<file path="config.mk">
export PLATFORM = sky130hd
export DESIGN_NAME = vlane_exec
export DESIGN_NICKNAME = d
export VERILOG_FILES = /design/src/rtl/vlane_pkg.sv /design/src/rtl/vlane_alu.sv /design/src/rtl/vlane_mask.sv /design/src/rtl/vlane_seq.sv /design/src/rtl/vlane_exec.sv
export SDC_FILE = /design/constraint.sdc
export NUM_CORES = 1
export LEC_CHECK = 0
export ABC_CLOCK_PERIOD_IN_PS = 10000
export BUFFER_PORTS_ARGS = -buffer_cell sky130_fd_sc_hd__buf_2
export CAP_MARGIN = 25
export CORE_MARGIN = 2
export CORE_UTILIZATION = 35
export CTS_CLUSTER_DIAMETER = 100
export DETAILED_ROUTE_END_ITERATION = 8
export HOLD_SLACK_MARGIN = 0.1
export PLACE_DENSITY_LB_ADDON = 0.15
export SLEW_MARGIN = 10
export SYNTH_ARGS = -nofsm -noshare
export SYNTH_HDL_FRONTEND = slang
export SYNTH_SLANG_ARGS = --single-unit
</file>
<file path="constraint.sdc">
create_clock -name clk -period 10 [get_ports clk]
set_input_delay 1.5 -clock clk [delete_from_list [all_inputs] [get_ports clk]]
set_output_delay 1.5 -clock clk [all_outputs]
set_load 0.01 [all_outputs]
</file>
<file path="src/rtl/vlane_pkg.sv">
package vlane_pkg;
  typedef enum logic [2:0] {
    OP_ADD  = 3'd0,
    OP_SUB  = 3'd1,
    OP_MUL  = 3'd2,
    OP_SHR  = 3'd3,
    OP_CEQZ = 3'd4,
    OP_CNEZ = 3'd5,
    OP_CGE  = 3'd6,
    OP_MINV = 3'd7
  } vop_e;

  function automatic logic op_is_cmp(vop_e o);
    return (o == OP_CEQZ) || (o == OP_CNEZ) || (o == OP_CGE);
  endfunction
endpackage

</file>
<file path="src/rtl/vlane_alu.sv">
module vlane_alu
  import vlane_pkg::*;
#(
  parameter int EW = 16
) (
  input  vop_e          op,
  input  logic [EW-1:0] a,
  input  logic [EW-1:0] b,
  output logic [EW-1:0] res,
  output logic          cond
);
  logic [2*EW-1:0] prod;

  assign prod = a * b;

  always_comb begin
    case (op)
      OP_ADD:  res = a + b;
      OP_SUB:  res = a - b;
      OP_MUL:  res = prod[EW-1:0];
      OP_SHR:  res = a >> 1;
      default: res = '0;
    endcase
  end

  always_comb begin
    case (op)
      OP_CEQZ: cond = (a == '0);
      OP_CNEZ: cond = (a != '0);
      OP_CGE:  cond = ($signed(a) >= $signed(b));
      default: cond = 1'b0;
    endcase
  end
endmodule

</file>
<file path="src/rtl/vlane_mask.sv">
module vlane_mask #(
  parameter int N = 8,
  localparam int IW = (N > 1) ? $clog2(N) : 1
) (
  input  logic          clk,
  input  logic          rst_n,
  input  logic          inv,
  input  logic          we,
  input  logic [IW-1:0] widx,
  input  logic          wbit,
  output logic [N-1:0]  mask
);
  always_ff @(posedge clk or negedge rst_n) begin
    if (!rst_n) begin
      mask <= '1;
    end else if (inv) begin
      mask <= ~mask;
    end else if (we) begin
      mask[widx] <= wbit;
    end
  end
endmodule

</file>
<file path="src/rtl/vlane_seq.sv">
module vlane_seq
  import vlane_pkg::*;
#(
  parameter int N = 8,
  localparam int IW = (N > 1) ? $clog2(N) : 1,
  localparam int LW = $clog2(N + 1)
) (
  input  logic          clk,
  input  logic          rst_n,
  input  logic          start,
  input  vop_e          op_in,
  input  logic          dense_in,
  input  logic [LW-1:0] vlen_in,
  input  logic [N-1:0]  mask,
  input  logic          wr_ready,
  output logic          busy,
  output logic          done,
  output logic          issue,
  output logic          cmp_we,
  output logic          inv,
  output vop_e          op_cur,
  output logic [IW-1:0] idx
);
  typedef enum logic [1:0] {S_IDLE, S_RUN, S_FIN} st_e;

  st_e           st;
  vop_e          op_q;
  logic          dense_q;
  logic [LW-1:0] len_q;
  logic [IW-1:0] idx_q;

  logic [LW-1:0] len_c;
  logic [N-1:0]  act_in, en_in, en_q;
  logic          any_in;
  logic [IW:0]   first_in, nxt;
  logic          step;

  function automatic logic [IW:0] first_from(logic [N-1:0] v, int from);
    logic [IW:0] r;
    r = '0;
    for (int i = N - 1; i >= 0; i--) begin
      if (v[i] && (i >= from)) r = {1'b1, IW'(i)};
    end
    return r;
  endfunction

  assign len_c = (vlen_in > LW'(N)) ? LW'(N) : vlen_in;

  for (genvar g = 0; g < N; g++) begin : g_elig
    assign act_in[g] = (LW'(g) < len_c);
    assign en_in[g]  = act_in[g] & (op_is_cmp(op_in) | ~dense_in | mask[g]);
    assign en_q[g]   = (LW'(g) < len_q) & (op_is_cmp(op_q) | ~dense_q | mask[g]);
  end

  assign any_in   = op_is_cmp(op_in) ? (|act_in) : (|(act_in & mask));
  assign first_in = first_from(en_in, 0);
  assign nxt      = first_from(en_q, int'(idx_q) + 1);
  assign step     = (st == S_RUN) && (op_is_cmp(op_q) || wr_ready);

  always_ff @(posedge clk or negedge rst_n) begin
    if (!rst_n) begin
      st      <= S_IDLE;
      op_q    <= OP_ADD;
      dense_q <= 1'b0;
      len_q   <= '0;
      idx_q   <= '0;
    end else begin
      case (st)
        S_IDLE: begin
          if (start) begin
            op_q    <= op_in;
            dense_q <= dense_in;
            len_q   <= len_c;
            idx_q   <= first_in[IW-1:0];
            if (op_in == OP_MINV || !any_in) st <= S_FIN;
            else                             st <= S_RUN;
          end
        end
        S_RUN: begin
          if (step) begin
            if (nxt[IW]) idx_q <= nxt[IW-1:0];
            else         st    <= S_FIN;
          end
        end
        default: st <= S_IDLE;
      endcase
    end
  end

  assign busy   = (st != S_IDLE);
  assign done   = (st == S_FIN);
  assign issue  = (st == S_RUN) && !op_is_cmp(op_q);
  assign cmp_we = (st == S_RUN) && op_is_cmp(op_q);
  assign inv    = (st == S_IDLE) && start && (op_in == OP_MINV);
  assign op_cur = op_q;
  assign idx    = idx_q;


  idx_rising_chk: assert property (@(posedge clk) disable iff (!rst_n)
    (step && nxt[IW]) |=> (idx_q > $past(idx_q)));


  idx_in_len_chk: assert property (@(posedge clk) disable iff (!rst_n)
    (st == S_RUN) |-> (LW'(idx_q) < len_q));


  dense_en_chk: assert property (@(posedge clk) disable iff (!rst_n)
    (issue && dense_q) |-> mask[idx_q]);


  mask_frozen_chk: assert property (@(posedge clk) disable iff (!rst_n)
    ((st == S_RUN) && !op_is_cmp(op_q)) |=> $stable(mask));


  done_pulse_chk: assert property (@(posedge clk) disable iff (!rst_n)
    done |=> (!done && !busy));
endmodule

</file>
<file path="src/rtl/vlane_exec.sv">
module vlane_exec
  import vlane_pkg::*;
#(
  parameter int N  = 8,
  parameter int EW = 16,
  localparam int IW = (N > 1) ? $clog2(N) : 1,
  localparam int LW = $clog2(N + 1)
) (
  input  logic          clk,
  input  logic          rst_n,
  input  logic          start,
  input  logic [2:0]    op,
  input  logic          dense,
  input  logic [LW-1:0] vlen,
  output logic          busy,
  output logic          done,
  output logic [IW-1:0] rd_idx,
  input  logic [EW-1:0] rd_a,
  input  logic [EW-1:0] rd_b,
  output logic          wr_valid,
  input  logic          wr_ready,
  output logic [IW-1:0] wr_idx,
  output logic [EW-1:0] wr_data,
  output logic          wr_en,
  output logic [N-1:0]  mask_out
);
  logic [N-1:0]  mask_q;
  logic          issue, cmp_we, inv, cond;
  logic [IW-1:0] idx;
  vop_e          op_cur;
  logic [EW-1:0] res;

  vlane_seq #(.N(N)) u_seq (
    .clk(clk), .rst_n(rst_n), .start(start), .op_in(vop_e'(op)),
    .dense_in(dense), .vlen_in(vlen), .mask(mask_q), .wr_ready(wr_ready),
    .busy(busy), .done(done), .issue(issue), .cmp_we(cmp_we), .inv(inv),
    .op_cur(op_cur), .idx(idx)
  );

  vlane_alu #(.EW(EW)) u_alu (
    .op(op_cur), .a(rd_a), .b(rd_b), .res(res), .cond(cond)
  );

  vlane_mask #(.N(N)) u_mask (
    .clk(clk), .rst_n(rst_n), .inv(inv), .we(cmp_we), .widx(idx),
    .wbit(cond), .mask(mask_q)
  );

  assign rd_idx   = idx;
  assign wr_valid = issue;
  assign wr_idx   = idx;
  assign wr_data  = res;
  assign wr_en    = mask_q[idx];
  assign mask_out = mask_q;


  hold_offer_chk: assert property (@(posedge clk) disable iff (!rst_n)
    (wr_valid && !wr_ready) |=>
      (wr_valid && $stable(wr_idx) && $stable(wr_data) && $stable(wr_en)));


  no_offer_idle_chk: assert property (@(posedge clk) disable iff (!rst_n)
    wr_valid |-> busy);
endmodule

</file>
==> results.py <==
metrics = {
    "final_layout": {
        "nets": 1247,
        "drive_gt1_share_pct": 12.0,
        "area_growth_pct": 7.76,
        "diodes": 0,
        "final_common_cell": "inv_1",
        "final_cell_mix": "inv_1 (151), nand2_1 (111), ha_1 (85)",
        "finalInstanceArea_um2": 8380,
        "fill_cells": 2381,
    },
    "floorplanning": {
        "rows": 54,
        "die_w_um": 153,
        "die_area_um2": 23400,
        "start_util_pct": 35.6,
        "die_height_um": 153,
        "core_area_um2": 21800,
        "io_pins": 78,
    },
    "synth": {
        "synthSimpleGateAreaFrac_pct": 21.2,
        "yosysUniqueCellTypes": 81,
        "synth_fa_ha_area_share_pct": 34.8,
        "syn_inst": 1006,
        "ys_seq_area_share_pct": 6.89,
        "synth.avg_cell_area_um2": 7.73,
        "ys.warnings.count": 0,
        "synth_nets": 1217,
        "yosys_register_bits": 21,
        "ys.flop_type": "dfrtp_1",
        "synth_top_family_by_area": "adder cells",
        "synth-xor-area-share_pct": 5.25,
        "synthArstFlopShare_pct": 100,
        "synth_edf_count": 0,
        "yosys-mux-area-fraction_pct": 2.80,
        "synth_compound_area_share_pct": 18.5,
        "syn_area_um2": 7770,
    },
    "grt": {
        "antenna_found_initial": 0,
        "grt_pass1_wl_mm": 40.5,
        "grt-ovfl-total": 0,
        "grt_usage_pct": 21.7,
        "grt_pass1_vias": 7285,
        "grt_max_degree": 34,
    },
    "clock_network": {
        "post_cts_buffers": 0,
        "postCtsHoldBufs": 0,
        "clk_latency_ps": 260,
        "h-tree-depth": 1,
        "clk_pin_slew_ps": 60,
        "cts-resized-gates": 0,
        "cts-root-buf": "clkbuf_16",
        "clock-sinks": 21,
        "cts_buffers": 3,
        "cts_tree": "built",
        "cts_max_path_buffers": 2,
    },
    "sta": {
        "fmax_ghz": 0.117,
        "hold_viol": 0,
        "fin_crit_sh_pct": 85.3,
        "finalSetupViolCount": 0,
        "slew_viol_final": 0,
        "skew_ps": 1.15,
        "worst_slew_pin_slew_ps": 1010,
        "period_minus_slack_ps": 8530,
        "setup_tns_ps": 0,
        "slew_headroom_pct": 32.6,
        "rsz0062_at_grt": "no",
    },
    "critical_path": {
        "cp_cell_sequence": "buf_2, ha_1, fa_1, inv_1, fa_1, fa_1, fa_1, inv_1, fa_1, inv_1, fa_1, inv_1, ha_1, and2_1, a31oi_1, o21ai_1, o41ai_1, xnor2_1, nand2_1, a31oi_1, buf_2",
        "setup.worst_path.start": "rd_a[5]",
        "r2r-start": "u_seq.op_cur[2]",
        "cp_data_arrival_time_ps": 7030,
        "cp.required_ps": 8500,
        "critical_path.most_common_cell": "fa_1",
        "cpMaxStageDelayCell": "fa_1",
        "critPathKind": "input port to primary output",
        "crit_path_start_kind": "input port",
        "crit_family": "adder cells",
        "critical-path-max-stage-delay_ps": 560,
        "cp-end-kind": "primary output",
        "crit_path_max_fanout": 14,
        "critPathBufInv": 6,
    },
    "drt": {
        "first_pass_iters": 5,
        "drc": 0,
        "wl_mm": 25.0,
        "wl_per_cell_um": 19.0,
        "vias_per_cell": 5.43,
        "drtIter0Drc": 496,
        "antenna_left": 0,
        "vias": 7144,
    },
    "placed_design": {
        "portBuffers": 77,
        "postPlaceCellArea_um2": 8300,
        "hpwlAfterDp_mm": 19.6,
        "routabilityCongestion": 0.901,
    },
    "hold_path": {
        "hold_class": "register to register",
        "min-delay-start": "u_seq.st[1]",
    },
    "outcome": {
        "status": "finished clean",
    },
    "power_and_ir_drop": {
        "power_density_nw_per_um2": 283,
        "leakagePower_nw": 3.96,
        "ir_drop_mv": 0.158,
    },
    "run": {
        "drv_cap": 0,
    },
}
per-layer routing:
metal | track usage, % | part of all wire [%]
met1 | 29.8 | 46
met2 | 37.0 | 48
met3 | 1.05 | 3.5
met4 | 6.39 | 3.0
met5 | 0 | 0
sequential cells by signal (all words and copies together), names as in the netlist:
signal	count
u_seq.idx	3
u_seq.st	2
u_seq.len_q	4
u_mask.mask	8
u_seq.dense_q	1
u_seq.op_cur	3
power breakdown:
| group | internal [mW] | leakage (nW) | total, mW | switching [mW] |
|---|---|---|---|---|
| Combinational | 0.878 | 3.68 | 2.03 | 1.16 |
| Clock | 0.0545 | 0.0382 | 0.0883 | 0.0338 |
| Sequential | 0.138 | 0.246 | 0.253 | 0.115 |
worst register-to-register path: stages (launching register included):
cell	delay (ps)
dfrtp_1	910
a21bo_2	340
nand2_2	140
nor2_1	60
nor3_1	250
o21ai_1	160
a31oi_1	250
nor3b_4	340
mux2_4	330
synth_stat cells (10+ instances only):
cell type	n	area share [%]
xor2_1	10	1.1
nor3_1	24	1.5
nor2_1	66	3.2
nand2b_1	14	1.1
and2_1	51	4.1
xnor2_1	34	3.8
o21a_1	17	1.6
dfrtp_1	13	4.2
clkbuf_1	42	2.0
nor2b_1	13	1.0
a31oi_1	21	1.7
nand3_1	18	1.2
a211oi_1	12	1.2
a21oi_1	38	2.4
nand2_1	111	5.4
fa_1	82	21
ha_1	85	14
o21ai_0	37	2.4
inv_1	151	7.3
cell families after synthesis:
family | count (synthesis)
xor+xnor | 45
buf+inv | 210
compound gates | 212
simple gates | 335
flops | 21
fa+ha+maj | 167
mux | 16
layout make-up:
| cell class | count | area (um2) | share of cell area (%) |
|---|---|---|---|
| Multi-Input combinational cell | 775 | 6420 | 76.6 |
| Sequential cell | 21 | 536 | 6.39 |
| Clock buffer | 4 | 78.8 | 0.941 |
| Inverter | 154 | 578 | 6.90 |
| Tap cell | 280 | 350 | 4.18 |
| Timing Repair Buffer | 81 | 415 | 4.96 |
per-stage QoR:
stage / setup slack (ps) / hold slack, ps / util [%] / total power, mW / std cells
2_1_floorplan: 1940 / 459 / - / 1.71 / 1006
3_3_place_gp: 1510 / 511 / 38.0 / 2.27 / 1311
3_5_place_dp: 1440 / 510 / 38.0 / 2.27 / 1311
4_1_cts: 1430 / 521 / 38.4 / 2.37 / 1315
5_1_grt: 1100 / 548 / 38.4 / 2.65 / 1315
6_report: 1470 / 512 / 38.4 / 2.37 / 1315
final timing paths:
| check | end | slack (ps) | cells past startpoint |
|---|---|---|---|
| min | u_seq.st[1] | 510 | 1 |
| max | wr_data[14] | 1470 | 21 |
| max reg2reg | u_seq.idx[1] | 7110 | 8 |
| min reg2reg | u_seq.st[1] | 510 | 1 |
| min in group asynchronous | u_seq.len_q[2] | 1210 | 1 |
| max in group asynchronous | u_mask.mask[1] | 8420 | 1 |
(Power assumes the default switching activity.)
